[config.mk]
export PLATFORM = sky130hd
export DESIGN_NAME = aclk_ratio_gen
export DESIGN_NICKNAME = d
export VERILOG_FILES = /design/src/rtl/aclk_pkg.sv /design/src/rtl/aclk_prescaler.sv /design/src/rtl/aclk_frame_gen.sv /design/src/rtl/aclk_ratio_gen.sv
export SDC_FILE = /design/constraint.sdc
export NUM_CORES = 1
export LEC_CHECK = 0
export ABC_AREA = 1
export BUFFER_PORTS_ARGS = -buffer_cell sky130_fd_sc_hd__buf_4
export CAP_MARGIN = 20
export CORE_MARGIN = 3
export CORE_UTILIZATION = 28
export DETAILED_ROUTE_END_ITERATION = 10
export REMOVE_ABC_BUFFERS = 1
export SYNTH_ARGS = -nofsm -noshare
export SYNTH_HDL_FRONTEND = slang
export SYNTH_SLANG_ARGS = --single-unit
[constraint.sdc]
create_clock -name clk -period 4.73 [get_ports clk]
set_clock_uncertainty 0.2 [all_clocks]
set_input_delay 1.1825 -clock clk [delete_from_list [all_inputs] [get_ports clk]]
set_output_delay 1.1825 -clock clk [all_outputs]
set_load 0.1 [all_outputs]
[src/rtl/aclk_pkg.sv]
// Shared types and ratio decoders for the audio clock ratio generator.
// Assumes ratios of at most 768 root ticks per frame and 48 bit periods.
package aclk_pkg;
    localparam int RATIO_W = 10;
    localparam int ACC_W   = RATIO_W + 1;
    localparam int BPF_W   = 7;

    typedef enum logic [1:0] {
        RFS_256 = 2'b00,
        RFS_384 = 2'b01,
        RFS_512 = 2'b10,
        RFS_768 = 2'b11
    } rfs_e;

    typedef enum logic [1:0] {
        WID_8   = 2'b00,
        WID_16  = 2'b01,
        WID_24  = 2'b10,
        WID_RSV = 2'b11
    } wid_e;

    typedef struct packed {
        logic slave;
        logic aud_src;
    } mode_t;

    // Root ticks per frame for a ratio code
    function automatic logic [RATIO_W-1:0] root_ratio(rfs_e sel);
        case (sel)
            RFS_384: return RATIO_W'(384);
            RFS_512: return RATIO_W'(512);
            RFS_768: return RATIO_W'(768);
            default: return RATIO_W'(256);
        endcase
    endfunction

    // Bit clock periods per frame for a width code
    function automatic logic [BPF_W-1:0] bits_per_frame(wid_e sel);
        case (sel)
            WID_8:   return BPF_W'(16);
            WID_24:  return BPF_W'(48);
            default: return BPF_W'(32);
        endcase
    endfunction
endpackage

[src/rtl/aclk_prescaler.sv]
// Integer prescaler: turns source events into root ticks, one per
// psr_val+1 events when enabled, one per event when bypassed.
// Assumes psr_val may change at any time; the count wraps on >=.
module aclk_prescaler #(
    parameter int PSR_W = 8
) (
    input  logic             clk,
    input  logic             rst_n,
    input  logic             run,
    input  logic             src_evt,
    input  logic             psr_en,
    input  logic [PSR_W-1:0] psr_val,
    output logic             root_tick
);
    logic [PSR_W-1:0] cnt_q;
    logic             tick_q;
    logic             fire;

    // Decide whether this source event closes a prescaler period
    always_comb begin
        fire = run && src_evt && (!psr_en || (cnt_q >= psr_val));
    end

    // Count source events inside the current prescaler period
    always_ff @(posedge clk) begin
        if (!rst_n || !run || !psr_en) begin
            cnt_q <= '0;
        end else if (src_evt) begin
            cnt_q <= fire ? '0 : cnt_q + 1'b1;
        end
    end

    // Register the tick so it is one clean cycle wide
    always_ff @(posedge clk) begin
        if (!rst_n) begin
            tick_q <= 1'b0;
        end else begin
            tick_q <= fire;
        end
    end

    assign root_tick = tick_q && run;
endmodule

[src/rtl/aclk_frame_gen.sv]
// Frame sequencer: counts root ticks per frame, builds the bit clock
// with a fractional accumulator and the half-frame left/right clock.
// Ratio and width are reloaded only at frame wrap, in reset or idle.
module aclk_frame_gen
    import aclk_pkg::*;
(
    input  logic clk,
    input  logic rst_n,
    input  logic root_tick,
    input  logic idle,
    input  rfs_e rfs_in,
    input  wid_e wid_in,
    output logic bclk_q,
    output logic lr_q,
    output logic wrap
);
    rfs_e               rfs_act;
    wid_e               wid_act;
    logic [RATIO_W-1:0] pos_q;
    logic [RATIO_W-1:0] pos_inc;
    logic [RATIO_W-1:0] ratio;
    logic [RATIO_W-1:0] half;
    logic [ACC_W-1:0]   acc_q;
    logic [ACC_W-1:0]   acc_sum;
    logic [ACC_W-1:0]   acc_nxt;
    logic               bit_edge;
    logic               last;

    // Frame position, bit-edge decision and accumulator update
    always_comb begin
        ratio    = root_ratio(rfs_act);
        half     = ratio >> 1;
        pos_inc  = pos_q + 1'b1;
        last     = (pos_inc == ratio);
        wrap     = root_tick && last;
        acc_sum  = acc_q + ACC_W'({bits_per_frame(wid_act), 1'b0});
        bit_edge = (acc_sum >= {1'b0, ratio});
        acc_nxt  = bit_edge ? (acc_sum - {1'b0, ratio}) : acc_sum;
    end

    // Advance frame state on every root tick
    always_ff @(posedge clk) begin
        if (!rst_n || idle) begin
            pos_q  <= '0;
            acc_q  <= '0;
            bclk_q <= 1'b0;
            lr_q   <= 1'b0;
        end else if (root_tick) begin
            pos_q  <= last ? '0 : pos_inc;
            acc_q  <= acc_nxt;
            bclk_q <= bclk_q ^ bit_edge;
            lr_q   <= !last && (pos_inc >= half);
        end
    end

    // Take a new ratio and width only at a frame boundary
    always_ff @(posedge clk) begin
        if (!rst_n || idle || wrap) begin
            rfs_act <= rfs_in;
            wid_act <= wid_in;
        end
    end
endmodule

[src/rtl/aclk_ratio_gen.sv]
// Top of the audio clock ratio generator: selects the source, runs the
// prescaler and frame sequencer, and passes external clocks in slave mode.
// Assumes aclk_tick is already synchronous to clk.
module aclk_ratio_gen
    import aclk_pkg::*;
#(
    parameter int PSR_W = 8
) (
    input  logic             clk,
    input  logic             rst_n,
    input  logic             aclk_tick,
    input  logic             psr_en,
    input  logic [PSR_W-1:0] psr_val,
    input  logic [1:0]       rfs_sel,
    input  logic [1:0]       width_sel,
    input  logic [1:0]       mode_sel,
    input  logic             ext_bclk,
    input  logic             ext_lrclk,
    output logic             rclk_en,
    output logic             bclk,
    output logic             lrclk
);
    mode_t mode_act;
    logic  slave_act;
    logic  aud_act;
    logic  src_evt;
    logic  root_tick;
    logic  frame_wrap;
    logic  bclk_int;
    logic  lr_int;

    // Hold the mode; reload in reset, while slave, or at a frame boundary
    always_ff @(posedge clk) begin
        if (!rst_n || slave_act || frame_wrap) begin
            mode_act <= mode_t'(mode_sel);
        end
    end

    assign slave_act = mode_act.slave;
    assign aud_act   = mode_act.aud_src;

    // Pick the source event stream
    always_comb begin
        src_evt = aud_act ? aclk_tick : 1'b1;
    end

    aclk_prescaler #(
        .PSR_W (PSR_W)
    ) u_psr (
        .clk       (clk),
        .rst_n     (rst_n),
        .run       (!slave_act),
        .src_evt   (src_evt),
        .psr_en    (psr_en),
        .psr_val   (psr_val),
        .root_tick (root_tick)
    );

    aclk_frame_gen u_frame (
        .clk       (clk),
        .rst_n     (rst_n),
        .root_tick (root_tick),
        .idle      (slave_act),
        .rfs_in    (rfs_e'(rfs_sel)),
        .wid_in    (wid_e'(width_sel)),
        .bclk_q    (bclk_int),
        .lr_q      (lr_int),
        .wrap      (frame_wrap)
    );

    assign rclk_en = root_tick;
    assign bclk    = slave_act ? ext_bclk  : bclk_int;
    assign lrclk   = slave_act ? ext_lrclk : lr_int;
endmodule

# Word level (Yosys, flattened, before mapping)
# Index checks and enable logic that the tools add are counted.
[totals] out_inout_bits=3 regBits=38 inputBits=20 wordCells=45
[classes] n_reduce_logical=14 n_eq_ne=5 mux=8 order_cmp=3 bitwise_logic=1 add_sub_neg=4
[op_table] operator="$pmux W10 S3" n=1
[op_table] operator="$pmux W6 S2" n=1
[op_table] operator="$add A11 B7 Y11" n=1
[op_table] operator="$ge A11 B10 Y1" n=1
[op_table] operator="$mux W11" n=1
[op_table] operator="$sub A11 B10 Y11" n=1
[op_table] operator="$add A10 B1 Y10 const B" n=1
[op_table] operator="$eq A10 B10 Y1" n=1
[op_table] operator="$ge A10 B9 Y1" n=1
[op_table] operator="$mux W10" n=1
[op_table] operator="$add A8 B1 Y8 const B" n=1
[op_table] operator="$ge A8 B8 Y1" n=1
[op_table] operator="$mux W8" n=1
[op_table] operator="$eq A2 B2 Y1 const B" n=3
[op_table] operator="$logic_and A1 B1 Y1" n=5
[op_table] operator="$logic_not A1 Y1" n=4
[op_table] operator="$logic_or A1 B1 Y1" n=4
[op_table] operator="$mux W1" n=3
[op_table] operator="$eq A2 B1 Y1 const B" n=1
[op_table] operator="$logic_not A2 Y1" n=1
[op_table] operator="$xor A1 B1 Y1" n=1

# Logic depth before layout (Yosys ltp)
# Gate-level depths: netlist of run 1.
[depth] depth_word=5 depth_mapped=15 depth_no_buf=15

# Hierarchy
# From an unflattened synthesis of run 1, not the netlist that was laid out.
[hier_totals] cells_unflattened=334 area_unflattened_um2=2313.5
[by_module_without_submodules] mod="aclk_frame_gen" area_each_um2=1576.5 cells_each=229 n_inst=1 seq_area_each_um2=480.5
[by_module_without_submodules] mod="aclk_prescaler" area_each_um2=634.4 cells_each=92 n_inst=1 seq_area_each_um2=180.2
[by_module_without_submodules] mod="aclk_ratio_gen" area_each_um2=102.6 cells_each=13 n_inst=1 seq_area_each_um2=60.1

# Least setup slack after synthesis of run 1
# Ideal clock, no wire load.
[synth_timing] path_type="input -> output" from="input ext_bclk" to="output bclk" path_slack_ns=1.477 arrival_time_ns=1.870 path_stages=2 path_cell_list="nand2_1 nand2_1"
[synth_via] elab_chain_cells=1
[synth_rtl] element="from (decl)" line="aclk_ratio_gen.sv:17" text="input logic ext_bclk,"
[synth_rtl] element="$mux W1" line="aclk_ratio_gen.sv:72" text="assign bclk = slave_act ? ext_bclk : bclk_int;"
[synth_rtl] element="to (decl)" line="aclk_ratio_gen.sv:20" text="output logic bclk,"
# Every way passes these cells.

# Final worst setup path of run 1
[layout_timing] from="register u_frame.wid_act[0]" to="register u_frame.bclk_q"
[layout_via] elab_chain_cells=5 word_cells_on_any_way=6 cone_classes="add/sub: 1; order compare: 1; eq/ne: 1; mux: 1; bitwise: 1; reduce/logical: 1"
[layout_rtl] element="from (decl)" line="aclk_frame_gen.sv:18" text="wid_e wid_act;"
[layout_rtl] element="from (signal assigned)" line="aclk_frame_gen.sv:60" text="wid_act <= wid_in;"
[layout_rtl] element="$eq A2 B2 Y1 / $logic_not A2 Y1 (equally long branches)" line="aclk_pkg.sv:39" text="case (sel)"
[layout_rtl] element="$pmux W6 S2 (*)" line="aclk_pkg.sv:39"
[layout_rtl] element="$add A11 B7 Y11 (*)" line="aclk_frame_gen.sv:36" text="acc_sum = acc_q + ACC_W'({bits_per_frame(wid_act), 1'b0});"
[layout_rtl] element="$ge A11 B10 Y1 (*)" line="aclk_frame_gen.sv:37" text="bit_edge = (acc_sum >= {1'b0, ratio});"
[layout_rtl] element="$xor A1 B1 Y1 (*)" line="aclk_frame_gen.sv:51" text="bclk_q <= bclk_q ^ bit_edge;"
[layout_rtl] element="to (signal assigned)" line="aclk_frame_gen.sv:51"
[layout_rtl] element="to (decl)" line="aclk_frame_gen.sv:13" text="output logic bclk_q,"
# Mark *: on every way between the ends. The rest lies on a longest branch, timed or not.
# A chain may end at the register's enable or synchronous reset.

==> qor.csv, run 1 <==
stage,metric,value,unit
worst_setup_path,CP startpoint,u_frame.wid_act[0]$_DFFE_PP_,
layout,nets@finish,380,
synthesis,synthesized area,0.002241,sq mm
synthesis,Synth Flop Type,dfxtp_1,
worst_setup_path,startpoint types,flop,
pwr,VDD IR max,0.09893,mV
min_path,Min-Delay Path Class,flop to flop,
layout,Final Cell Area,0.002601,sq mm
synthesis,Simple-Gate Fraction of Synth Area,0.3171,
sta,"Hold Vio Cnt, Final",0,
clock_network,CTS-repair resized insts,0,
floorplanning,Die Wd,95.46,microns
sta,Final Max Tran Viols,0,
routing,Iteration-0 DRC Markers,86,
clock_network,clock latency on the worst-skew pair,0.28,ns
job,Max Cap Viol,0,
synthesis,Synth top area share,0.2412,
pwr,Power Density,220.0,mW/mm^2
sta,endpoints failing setup,0,
worst_setup_path,worst reg2reg path startpoint,u_frame.wid_act[0]$_DFFE_PP_,
routing,DRC,0,
pwr,Flop pwr share,0.519,
layout,# diodes,0,
grt,initial antenna violation count,0,
pwr,total power,0.0005722,W
grt,vias in the first global route,1862,
sta,unrepaired setup endpoints after global routing,false,
worst_setup_path,CP Capture Type,flop,
synthesis,Netlist cell types,31,
synthesis,Adder-Cell Fraction of Synth Area,0.1240,
pwr,Pleak,1.158,nW
pwr,Gate power share,0.132,
layout,Fill cells,831,
pwr,cell-internal power,0.0004203,W
worst_setup_path,Crit Path Category,flop to flop,
grt,GRT Overall Usage,0.1137,
grt,total gr overflow,0,
synthesis,Async SR Flop Fraction,0,
layout,fin util,0.3457,
clock_network,root buffer selected by CTS,clkbuf_8,
worst_setup_path,CP Data Required Time,4.70,ns
layout,ratio of cells with drive above 1 in the final layout,0.1529,
synthesis,main combinational cell family by area after synthesis,simple AND/OR/NAND/NOR gates,
synthesis,Synth area leaders,"dfxtp_1 24%, nand2_1 11%, ha_1 11%",
synthesis,Synth Area in XOR/XNOR,0.05472,
status,status,finished clean,
synthesis,leading area contributor after synthesis,dfxtp_1,
pwr,Net Sw Power,0.0001519,W
sta,worst setup margin,1.574,ns
placement,"worst slack, placed",1.588,ns
synthesis,synthesized instance count,313,
sta,Fin Setup TNS,0,ns
pwr,switch share,0.2654,
placement,dpl hpwl,3.668,mm
grt,largest net degree at the start of global routing,18,
routing,mean routed wirelength per cell,10.71,microns
worst_setup_path,"Arr. time, crit path",3.13,ns
routing,Via-to-Cell Ratio,4.490,
clock_network,CTS tree,done,
synthesis,syn_area_per_cell,7.159,sq um
worst_setup_path,Reg2Reg Setup Slack,1.57,ns
sta,fin crit period,3.156,ns
pwr,Clock power frac,0.349,
layout,Layout area overhead,16.08,%
floorplanning,core box area,0.007525,sq mm
sta,fmax,316.8,MHz
sta,Worst Tran Pin Value,0.5045,ns
placement,"Cell Area, Placed",0.002520,sq mm
floorplanning,I/O pin count,23,
floorplanning,initial core utilization,0.2978,
synthesis,Compound-Gate Fraction of Synth Area,0.09548,
clock_network,"Hold-fix buffers, CTS",0,
routing,final WL,4.700,mm
clock_network,"Clk pin slew, worst setup/hold paths",0.07,ns
floorplanning,std cell rows,31,
clock_network,clk sink count,33,
clock_network,H-tree levels,2,
synthesis,mux cell area share after synthesis,0,
sta,Final Cycle Share,0.6673,
floorplanning,DIE AREA,0.009113,sq mm
clock_network,number of buffers created by CTS,5,
routing,antenna-violating nets left,0,
synthesis,synth cell count leaders,"65 x nand2_1, 44 x inv_1, 36 x nor2_1",
routing,Detailed Routing Iterations Pass 1,4,
synthesis,register area share after synthesis,0.3216,
grt,first-pass GRT wire length,8.162,mm
clock_network,Max Root-Sink Buffers,2,
sta,Slew HR,0.6624,
clock_network,Post-CTS Setup Bufs,0,
routing,routed via count,1971,
placement,number of port buffers,22,
placement,GP Congestion,0.8074,
min_path,Hold Startpoint,u_frame.lr_q$_SDFFE_PP0P_,
floorplanning,chip height,95.46,microns
synthesis,"EDFF count, synth",6,
synthesis,Yosys reg bits,33,
synthesis,most common cell in the netlist,nand2_1,
worst_setup_path,Crit Path Max Fanout,6,
synthesis,Yosys warnings,0,
-- critical path, stage by stage, from the launching register on --
cell,delay [ns]
edfxtp_1,0.38
or2_2,0.33
fa_1,0.44
xor2_1,0.17
inv_1,0.07
ha_1,0.15
inv_1,0.05
fa_1,0.39
inv_1,0.07
nand2_1,0.05
a21o_1,0.15
nor2_1,0.30
nor2_1,0.12
o21ai_1,0.13
a21oi_1,0.05
-- sequential cells by signal, summed over array words and instances, names as in the netlist --
signal           flops
u_frame.pos_q       10
u_psr.cnt_q          8
u_frame.acc_q        6
u_frame.rfs_act      2
u_frame.wid_act      2
aud_act              1
slave_act            1
u_frame.bclk_q       1
u_frame.lr_q         1
u_psr.tick_q         1
-- stage by stage --
step	instances	hold WS, ns
floorplan	309	0.2287
global placement	431	0.2527
detailed placement	431	0.2633
CTS	439	0.2766
global route	439	0.3055
finish	439	0.2760
-- metal layers --
metal / global-route usage / part of all wire / routed length [microns] / vias to the layer above
met4: 0.03910 / 0.0094 / 44 / 0
li1: - / - / - / 1055
met2: 0.1907 / 0.47 / 2207 / 32
met1: 0.1424 / 0.49 / 2299 / 880
met3: 0.02684 / 0.032 / 149 / 4
met5: 0 / 0 / 0 / -
-- kinds of logic after synthesis --
logic type	count (synthesis)
flip-flops	33
AND/OR/NAND/NOR	156
XOR/XNOR	14
adder cells (fa/ha/maj)	21
AO/OA/AOI/OAI	38
buffers and inverters	51
-- power groups by stage --
stage          Combinational (W)  Clock [W]  Sequential (W)
3_3_place_gp           0.0000748          0        0.000303
5_1_grt                0.0000866   0.000219        0.000297
4_1_cts                0.0000764   0.000207        0.000297
2_1_floorplan          0.0000505          0        0.000301
3_5_place_dp           0.0000758          0        0.000303
6_report               0.0000755   0.000200        0.000297
-- worst paths after layout --
| kind | end | depth (start not counted) |
|---|---|---|
| hold / removal | u_frame.lr_q$_SDFFE_PP0P_ | 2 |
| setup reg to reg | u_frame.bclk_q$_SDFFE_PP0P_ | 14 |
| hold reg to reg | u_frame.lr_q$_SDFFE_PP0P_ | 2 |
| setup / recovery | u_frame.bclk_q$_SDFFE_PP0P_ | 14 |
-- cell type report --
type | count | area [sq um] | area share
Multi-Input combinational cell | 229 | 1325 | 0.5094
Clock inverter | 3 | 12.51 | 0.004810
Sequential cell | 33 | 720.7 | 0.2771
Clock buffer | 5 | 68.82 | 0.02646
Timing Repair Buffer | 23 | 172.7 | 0.06638
Tap cell | 99 | 123.9 | 0.04762
Inverter | 47 | 177.7 | 0.06830
-- cells in the final DEF (no fill, tap or decap), types with 3 or more instances in the layout --
cell	synthesis	final
xor2_1	12	12
o21ai_0	6	6
a21oi_1	22	22
nand2_1	65	65
ha_1	19	19
buf_4	0	23
nand3_1	26	26
edfxtp_1	6	6
nand4_1	5	5
inv_1	44	44
dfxtp_1	27	27
nand3b_1	3	3
nor2_1	36	36
nand2_2	9	9
nor2_2	4	4
o21bai_1	4	4
clkbuf_8	0	5
(Power assumes the default switching activity.)
==> run 2: changes to the inputs <==
==> constraint.sdc (replaced) <==
create_clock -name clk -period 3.2 [get_ports clk]
set_clock_uncertainty 0.2 [all_clocks]
set_input_delay 0.8 -clock clk [delete_from_list [all_inputs] [get_ports clk]]
set_output_delay 0.8 -clock clk [all_outputs]
set_load 0.1 [all_outputs]
==> run 2 against run 1 <==
Setup slack got worse by 1.3 ns; clock power up 100%; critical path type unchanged; global-route usage up 0.72 points; sequential cell count stayed put; register-to-register slack got worse by 1.3 ns; largest cell class unchanged; core utilization grew 0.81 points.
==> qor.csv, run 2 (synthesis gave the netlist of run 1 again) <==
stage,metric,value,unit,change
sta,Slew HR,0.6594,,-0.003001
clock_network,H-tree levels,2,,unchanged
sta,unrepaired setup endpoints after global routing,false,,
sta,endpoints failing setup,0,,unchanged
placement,dpl hpwl,3.892,mm,+6.1%
layout,# diodes,0,,unchanged
floorplanning,chip height,95.46,microns,unchanged
min_path,Min-Delay Path Class,flop to flop,,
pwr,Pleak,1.181,nW,+2.0%
layout,number of flip-flops in the largest register,10,,unchanged
sta,fmax,337.3,MHz,+6.5%
clock_network,"Clk pin slew, worst setup/hold paths",0.07,ns,about the same
job,Max Cap Viol,0,,unchanged
worst_setup_path,Crit Path Category,flop to flop,,
sta,Worst Tran Pin Value,0.5090,ns,+0.004484 ns
worst_setup_path,CP Capture Type,flop,,
clock_network,number of buffers created by CTS,5,,unchanged
clock_network,clock latency on the worst-skew pair,0.29,ns,about the same
grt,largest net degree at the start of global routing,18,,unchanged
sta,Fin Setup TNS,0,ns,unchanged
routing,mean routed wirelength per cell,11.25,microns,+5.1%
sta,Final Cycle Share,0.9266,,+0.2593
pwr,VDD IR max,0.1530,mV,+55%
layout,Largest Register,u_frame.pos_q,,
pwr,Net Sw Power,0.0002474,W,+63%
layout,"leading cell type in the layout, fill and taps excluded",nand2_1,,
clock_network,CTS-repair resized insts,0,,unchanged
floorplanning,core box area,0.007525,sq mm,unchanged
pwr,switch share,0.2581,,-0.007398
routing,Detailed Routing Iterations Pass 1,5,,+1
layout,most frequent cells in the layout,"65 x nand2_1, 44 x inv_1, 36 x nor2_1",,
layout,Regs by FF count,"u_frame.pos_q: 10 flops, u_psr.cnt_q: 8 flops, u_frame.acc_q: 6 flops",,
pwr,Gate power share,0.122,,-0.010
routing,final WL,4.972,mm,+5.8%
clock_network,Max Root-Sink Buffers,2,,unchanged
clock_network,"Hold-fix buffers, CTS",0,,unchanged
grt,vias in the first global route,1842,,-1.1%
grt,initial antenna violation count,0,,unchanged
worst_setup_path,Crit Path Max Fanout,5,,-1
worst_setup_path,startpoint types,flop,,
floorplanning,std cell rows,31,,unchanged
pwr,Flop pwr share,0.458,,-0.061
sta,WHS,0.2674,ns,-0.008562 ns
routing,DRC,0,,unchanged
grt,first-pass GRT wire length,8.590,mm,+5.2%
pwr,cell-internal power,0.0007112,W,+69%
worst_setup_path,"Arr. time, crit path",2.99,ns,-0.14 ns
sta,"Hold Vio Cnt, Final",0,,unchanged
clock_network,clk sink count,33,,unchanged
routing,routed via count,2023,,+2.6%
floorplanning,Die Wd,95.46,microns,unchanged
clock_network,root buffer selected by CTS,clkbuf_8,,
placement,number of port buffers,22,,unchanged
placement,GP Congestion,0.7862,,-2.6%
pwr,Power Density,360.0,mW/mm^2,+64%
layout,Final Cell Area,0.002663,sq mm,+2.4%
pwr,total power,0.0009585,W,+68%
clock_network,CTS tree,done,,
clock_network,Post-CTS Setup Bufs,0,,unchanged
sta,Final Max Tran Viols,0,,unchanged
status,status,finished clean,,
sta,fin crit period,2.965,ns,-0.1914 ns
floorplanning,initial core utilization,0.2978,,unchanged
layout,Layout area overhead,18.82,%,
floorplanning,DIE AREA,0.009113,sq mm,unchanged
placement,"Cell Area, Placed",0.002542,sq mm,+0.89%
routing,Via-to-Cell Ratio,4.577,,+1.9%
worst_setup_path,CP Data Required Time,3.23,ns,-1.47 ns
pwr,Clock power frac,0.420,,+0.071
routing,Iteration-0 DRC Markers,64,,-26%
placement,"worst slack, placed",0.1855,ns,-1.402 ns
layout,ratio of cells with drive above 1 in the final layout,0.1720,,+0.01907
layout,nets@finish,383,,+0.79%
grt,total gr overflow,0,,unchanged
floorplanning,I/O pin count,23,,unchanged
sta,worst setup margin,0.2349,ns,-1.339 ns
grt,GRT Overall Usage,0.1208,,+0.007172
layout,Fill cells,831,,unchanged
routing,antenna-violating nets left,0,,unchanged
## run 2: metal layers
metal	part of all wire	GRT usage
met1	0.47	0.1595
met2	0.47	0.1901
met3	0.049	0.03078
met4	0.016	0.04384
met5	0	0
## run 2: critical path: stages (launching register included)
cell	delay, ns
edfxtp_1	0.41
or2_2	0.35
ha_1	0.30
a21o_1	0.19
nand2_1	0.07
xor2_1	0.14
inv_1	0.10
ha_1	0.31
nand3_1	0.07
nand2_1	0.06
a21o_1	0.10
nor2_1	0.05
buf_4	0.15
or2_2	0.27
a21oi_1	0.14
## run 2: cell type report
type                            instances  area [sq um]  area share
Multi-Input combinational cell        229          1330      0.4995
Sequential cell                        33         720.7      0.2707
Timing Repair Buffer                   26         195.2     0.07331
Inverter                               47         177.7     0.06673
Tap cell                               99         123.9     0.04652
Clock buffer                            5         68.82     0.02585
Clock inverter                          3         46.29     0.01739
## run 2: stage by stage
stage / util / cells
global placement: 0.3379 / 434
finish: 0.3538 / 442
global route: 0.3538 / 442
detailed placement: 0.3379 / 434
floorplan: - / 309
CTS: 0.3532 / 442
## run 2: path summary, 6_finish.rpt
path                           startpoint                             to  cells past startpoint  slack (ns)
max          u_frame.wid_act[0]$_DFFE_PP_  u_frame.acc_q[7]$_SDFFE_PP0P_                     14        0.23
min           u_frame.bclk_q$_SDFFE_PP0P_    u_frame.bclk_q$_SDFFE_PP0P_                      1        0.27
max reg2reg  u_frame.wid_act[0]$_DFFE_PP_  u_frame.acc_q[7]$_SDFFE_PP0P_                     14        0.23
min reg2reg   u_frame.bclk_q$_SDFFE_PP0P_    u_frame.bclk_q$_SDFFE_PP0P_                      1        0.27
## run 2: power groups by stage
stage,Sequential [W],Combinational [W],Clock (W)
after global routing,0.000440,0.000133,0.000431
after floorplan,0.000446,0.0000747,0
after CTS,0.000439,0.000118,0.000415
final,0.000439,0.000117,0.000402
after detailed placement,0.000449,0.000118,0
after global placement,0.000448,0.000116,0
==> run 3: changes to the inputs <==
--- a/config.mk
+++ b/config.mk
@@ -6,7 +6,7 @@
 export NUM_CORES = 1
 export LEC_CHECK = 0
 export ABC_AREA = 1
-export BUFFER_PORTS_ARGS = -buffer_cell sky130_fd_sc_hd__buf_4
+export BUFFER_PORTS_ARGS = -buffer_cell sky130_fd_sc_hd__buf_2
 export CAP_MARGIN = 20
 export CORE_MARGIN = 3
 export CORE_UTILIZATION = 28
==> run 3 against run 2 <==
Register-to-register slack lost 0.02 ns; global-route usage down 0.40 points; via count decreased by 2.5%; die area unchanged; critical path type unchanged; setup slack got worse by 0.020 ns; count of clock-buffer cells in the layout did not move; critical endpoint is now u_frame.acc_q[9]$_SDFFE_PP0P_; hold slack got worse by 0.0052 ns; cell count is the same; sequential power about the same; non-clock buffer count stayed put.
==> qor.csv, run 3 (synthesis gave the netlist of run 1 again) <==
stage,metric,value,unit,change
worst_setup_path,CP Capture Type,flop,,
sta,unrepaired setup endpoints after global routing,false,,
pwr,Gate power share,0.114,,-0.008
clock_network,"Hold-fix buffers, CTS",0,,unchanged
sta,Final Cycle Share,0.9329,,+0.006291
clock_network,Max Root-Sink Buffers,2,,unchanged
worst_setup_path,"slowest stage delay, CP",0.39,ns,-0.02 ns
layout,number of flip-flops in the largest register,10,,unchanged
placement,"Cell Area, Placed",0.002487,sq mm,-2.2%
floorplanning,I/O pin count,23,,unchanged
routing,Via-to-Cell Ratio,4.464,,-2.5%
routing,antenna-violating nets left,0,,unchanged
job,Max Cap Viol,0,,unchanged
worst_setup_path,cell family with most CP delay,adder cells,,
worst_setup_path,"most used cell, CP",inv_1,,
layout,Fill cells,818,,-1.6%
layout,footprint of the multi-input gates,0.001328,sq mm,-0.19%
sta,endpoints failing setup,0,,unchanged
floorplanning,Die Wd,95.46,microns,unchanged
layout,ratio of cells with drive above 1 in the final layout,0.1691,,-0.002915
layout,nets@finish,383,,unchanged
worst_setup_path,startpoint types,flop,,
pwr,Power Density,365.8,mW/mm^2,+1.6%
layout,Final Cell Area,0.002605,sq mm,-2.2%
grt,first-pass GRT wire length,8.424,mm,-1.9%
worst_setup_path,CP Data Required Time,3.22,ns,about the same
routing,routed via count,1973,,-2.5%
worst_setup_path,Crit Path Category,flop to flop,,
pwr,Net Sw Power,0.0002496,W,+0.89%
clock_network,clock latency on the worst-skew pair,0.29,ns,about the same
clock_network,H-tree levels,2,,unchanged
layout,most frequent cells in the layout,"65 x nand2_1, 44 x inv_1, 36 x nor2_1",,
floorplanning,initial core utilization,0.2978,,unchanged
placement,GP Congestion,0.8089,,+2.9%
grt,vias in the first global route,1913,,+3.9%
pwr,Clock power frac,0.425,,+0.005
sta,Worst Tran Pin Value,0.4970,ns,-0.01199 ns
worst_setup_path,crit-path cells,"or2_2, fa_2, xor2_1, inv_1, ha_1, inv_1, fa_1, inv_1, nand2_1, a21o_1, nor2_1, buf_4, a21oi_1, a21oi_1",,
layout,Reg area,720.7,sq um,unchanged
routing,Detailed Routing Iterations Pass 1,4,,-1
routing,DRC,0,,unchanged
grt,largest net degree at the start of global routing,18,,unchanged
sta,fin crit period,2.985,ns,+0.02013 ns
clock_network,clk sink count,33,,unchanged
floorplanning,chip height,95.46,microns,unchanged
placement,dpl hpwl,3.837,mm,-1.4%
worst_setup_path,cell with the largest stage delay on the worst path,edfxtp_1,,
sta,WHS,0.2622,ns,-0.005230 ns
sta,"Hold Vio Cnt, Final",0,,unchanged
routing,final WL,5.016,mm,+0.88%
pwr,switch share,0.2619,,+0.003848
layout,Layout area overhead,16.25,%,
floorplanning,std cell rows,31,,unchanged
pwr,Pleak,1.165,nW,-1.4%
layout,Regs by FF count,"u_frame.pos_q: 10 flops, u_psr.cnt_q: 8 flops, u_frame.acc_q: 6 flops",,
sta,fmax,335.0,MHz,-0.67%
routing,mean routed wirelength per cell,11.35,microns,+0.88%
pwr,VDD IR max,0.2086,mV,+36%
floorplanning,DIE AREA,0.009113,sq mm,unchanged
placement,placed insts,434,,unchanged
clock_network,CTS tree,done,,
clock_network,Post-CTS Setup Bufs,0,,unchanged
clock_network,number of buffers created by CTS,5,,unchanged
pwr,Flop pwr share,0.461,,+0.003
layout,fin util,0.3462,,-0.007649
layout,"Cell Count, Final, Fillers Out",442,,unchanged
grt,initial antenna violation count,0,,unchanged
routing,Iteration-0 DRC Markers,53,,-17%
floorplanning,core box area,0.007525,sq mm,unchanged
grt,total gr overflow,0,,unchanged
sta,Slew HR,0.6674,,+0.008025
layout,Largest Register,u_frame.pos_q,,
status,status,finished clean,,
layout,# diodes,0,,unchanged
sta,Final Max Tran Viols,0,,unchanged
min_path,Min-Delay Path Class,flop to flop,,
grt,GRT Overall Usage,0.1168,,-0.004028
layout,"leading cell type in the layout, fill and taps excluded",nand2_1,,
placement,number of port buffers,22,,unchanged
pwr,cell-internal power,0.0007033,W,-1.1%
clock_network,root buffer selected by CTS,clkbuf_8,,
worst_setup_path,Crit Path Max Fanout,5,,unchanged
worst_setup_path,"Arr. time, crit path",3.01,ns,+0.02 ns
clock_network,"Clk pin slew, worst setup/hold paths",0.08,ns,about the same
worst_setup_path,"Buf+Inv Stages, Crit Path",4,,+2
[run 3: worst register-to-register path, delay by kind of cell, from the launching register on]
family	cells	cell delay, ns
AOI/OAI and AO/OA	3	0.34
and+or+nand+nor	3	0.52
xor gates and xnor gates	1	0.17
DFF	1	0.39
buffers and inverters	4	0.36
adders and majority gates	3	0.94
[run 3: cell type report]
cell class / instances / share of cell area
timing repair buffer: 26 / 0.05379
clock inverter: 3 / 0.01777
sequential: 33 / 0.2767
tap: 99 / 0.04755
inverter: 47 / 0.06820
multi-input combinational: 229 / 0.5096
clock buffer: 5 / 0.02642
[run 3: stage by stage]
step	worst slack [ns]	power, W	TNS, ns
after floorplan	-0.1033	0.0005203	-0.1836
after global routing	0.004700	0.0009989	0
after detailed placement	0.1695	0.0005578	0
after CTS	0.1392	0.0009647	0
after global placement	0.2568	0.0005559	0
final	0.2148	0.0009529	0
[run 3: metal layers]
layer / vias to the layer above / wire, microns / track usage
li1: 1057 / - / -
met1: 874 / 2435 / 0.1482
met2: 38 / 2354 / 0.2006
met3: 4 / 181 / 0.02368
met4: 0 / 46 / 0.03199
met5: - / 0 / 0
[run 3: final timing paths]
kind                                start                             to  slack (ns)  cells past startpoint
max          u_frame.wid_act[0]$_DFFE_PP_  u_frame.acc_q[9]$_SDFFE_PP0P_        0.21                     14
min           u_frame.bclk_q$_SDFFE_PP0P_    u_frame.bclk_q$_SDFFE_PP0P_        0.26                      1
max reg2reg  u_frame.wid_act[0]$_DFFE_PP_  u_frame.acc_q[9]$_SDFFE_PP0P_        0.21                     14
min reg2reg   u_frame.bclk_q$_SDFFE_PP0P_    u_frame.bclk_q$_SDFFE_PP0P_        0.26                      1
[run 3: power groups by stage]
| stage | Combinational, W | Clock, W | Sequential (W) |
|---|---|---|---|
| after global routing | 0.000124 | 0.000435 | 0.000440 |
| after detailed placement | 0.000109 | 0 | 0.000449 |
| after floorplan | 0.0000747 | 0 | 0.000446 |
| final | 0.000108 | 0.000405 | 0.000439 |
| after global placement | 0.000107 | 0 | 0.000448 |
| after CTS | 0.000110 | 0.000416 | 0.000439 |
[run 3: timing repair]
item                                    4_1_cts  5_1_grt
resized for setup                             0        1
endpoints found under the hold margin         0        0
endpoints found under the setup margin        0        4
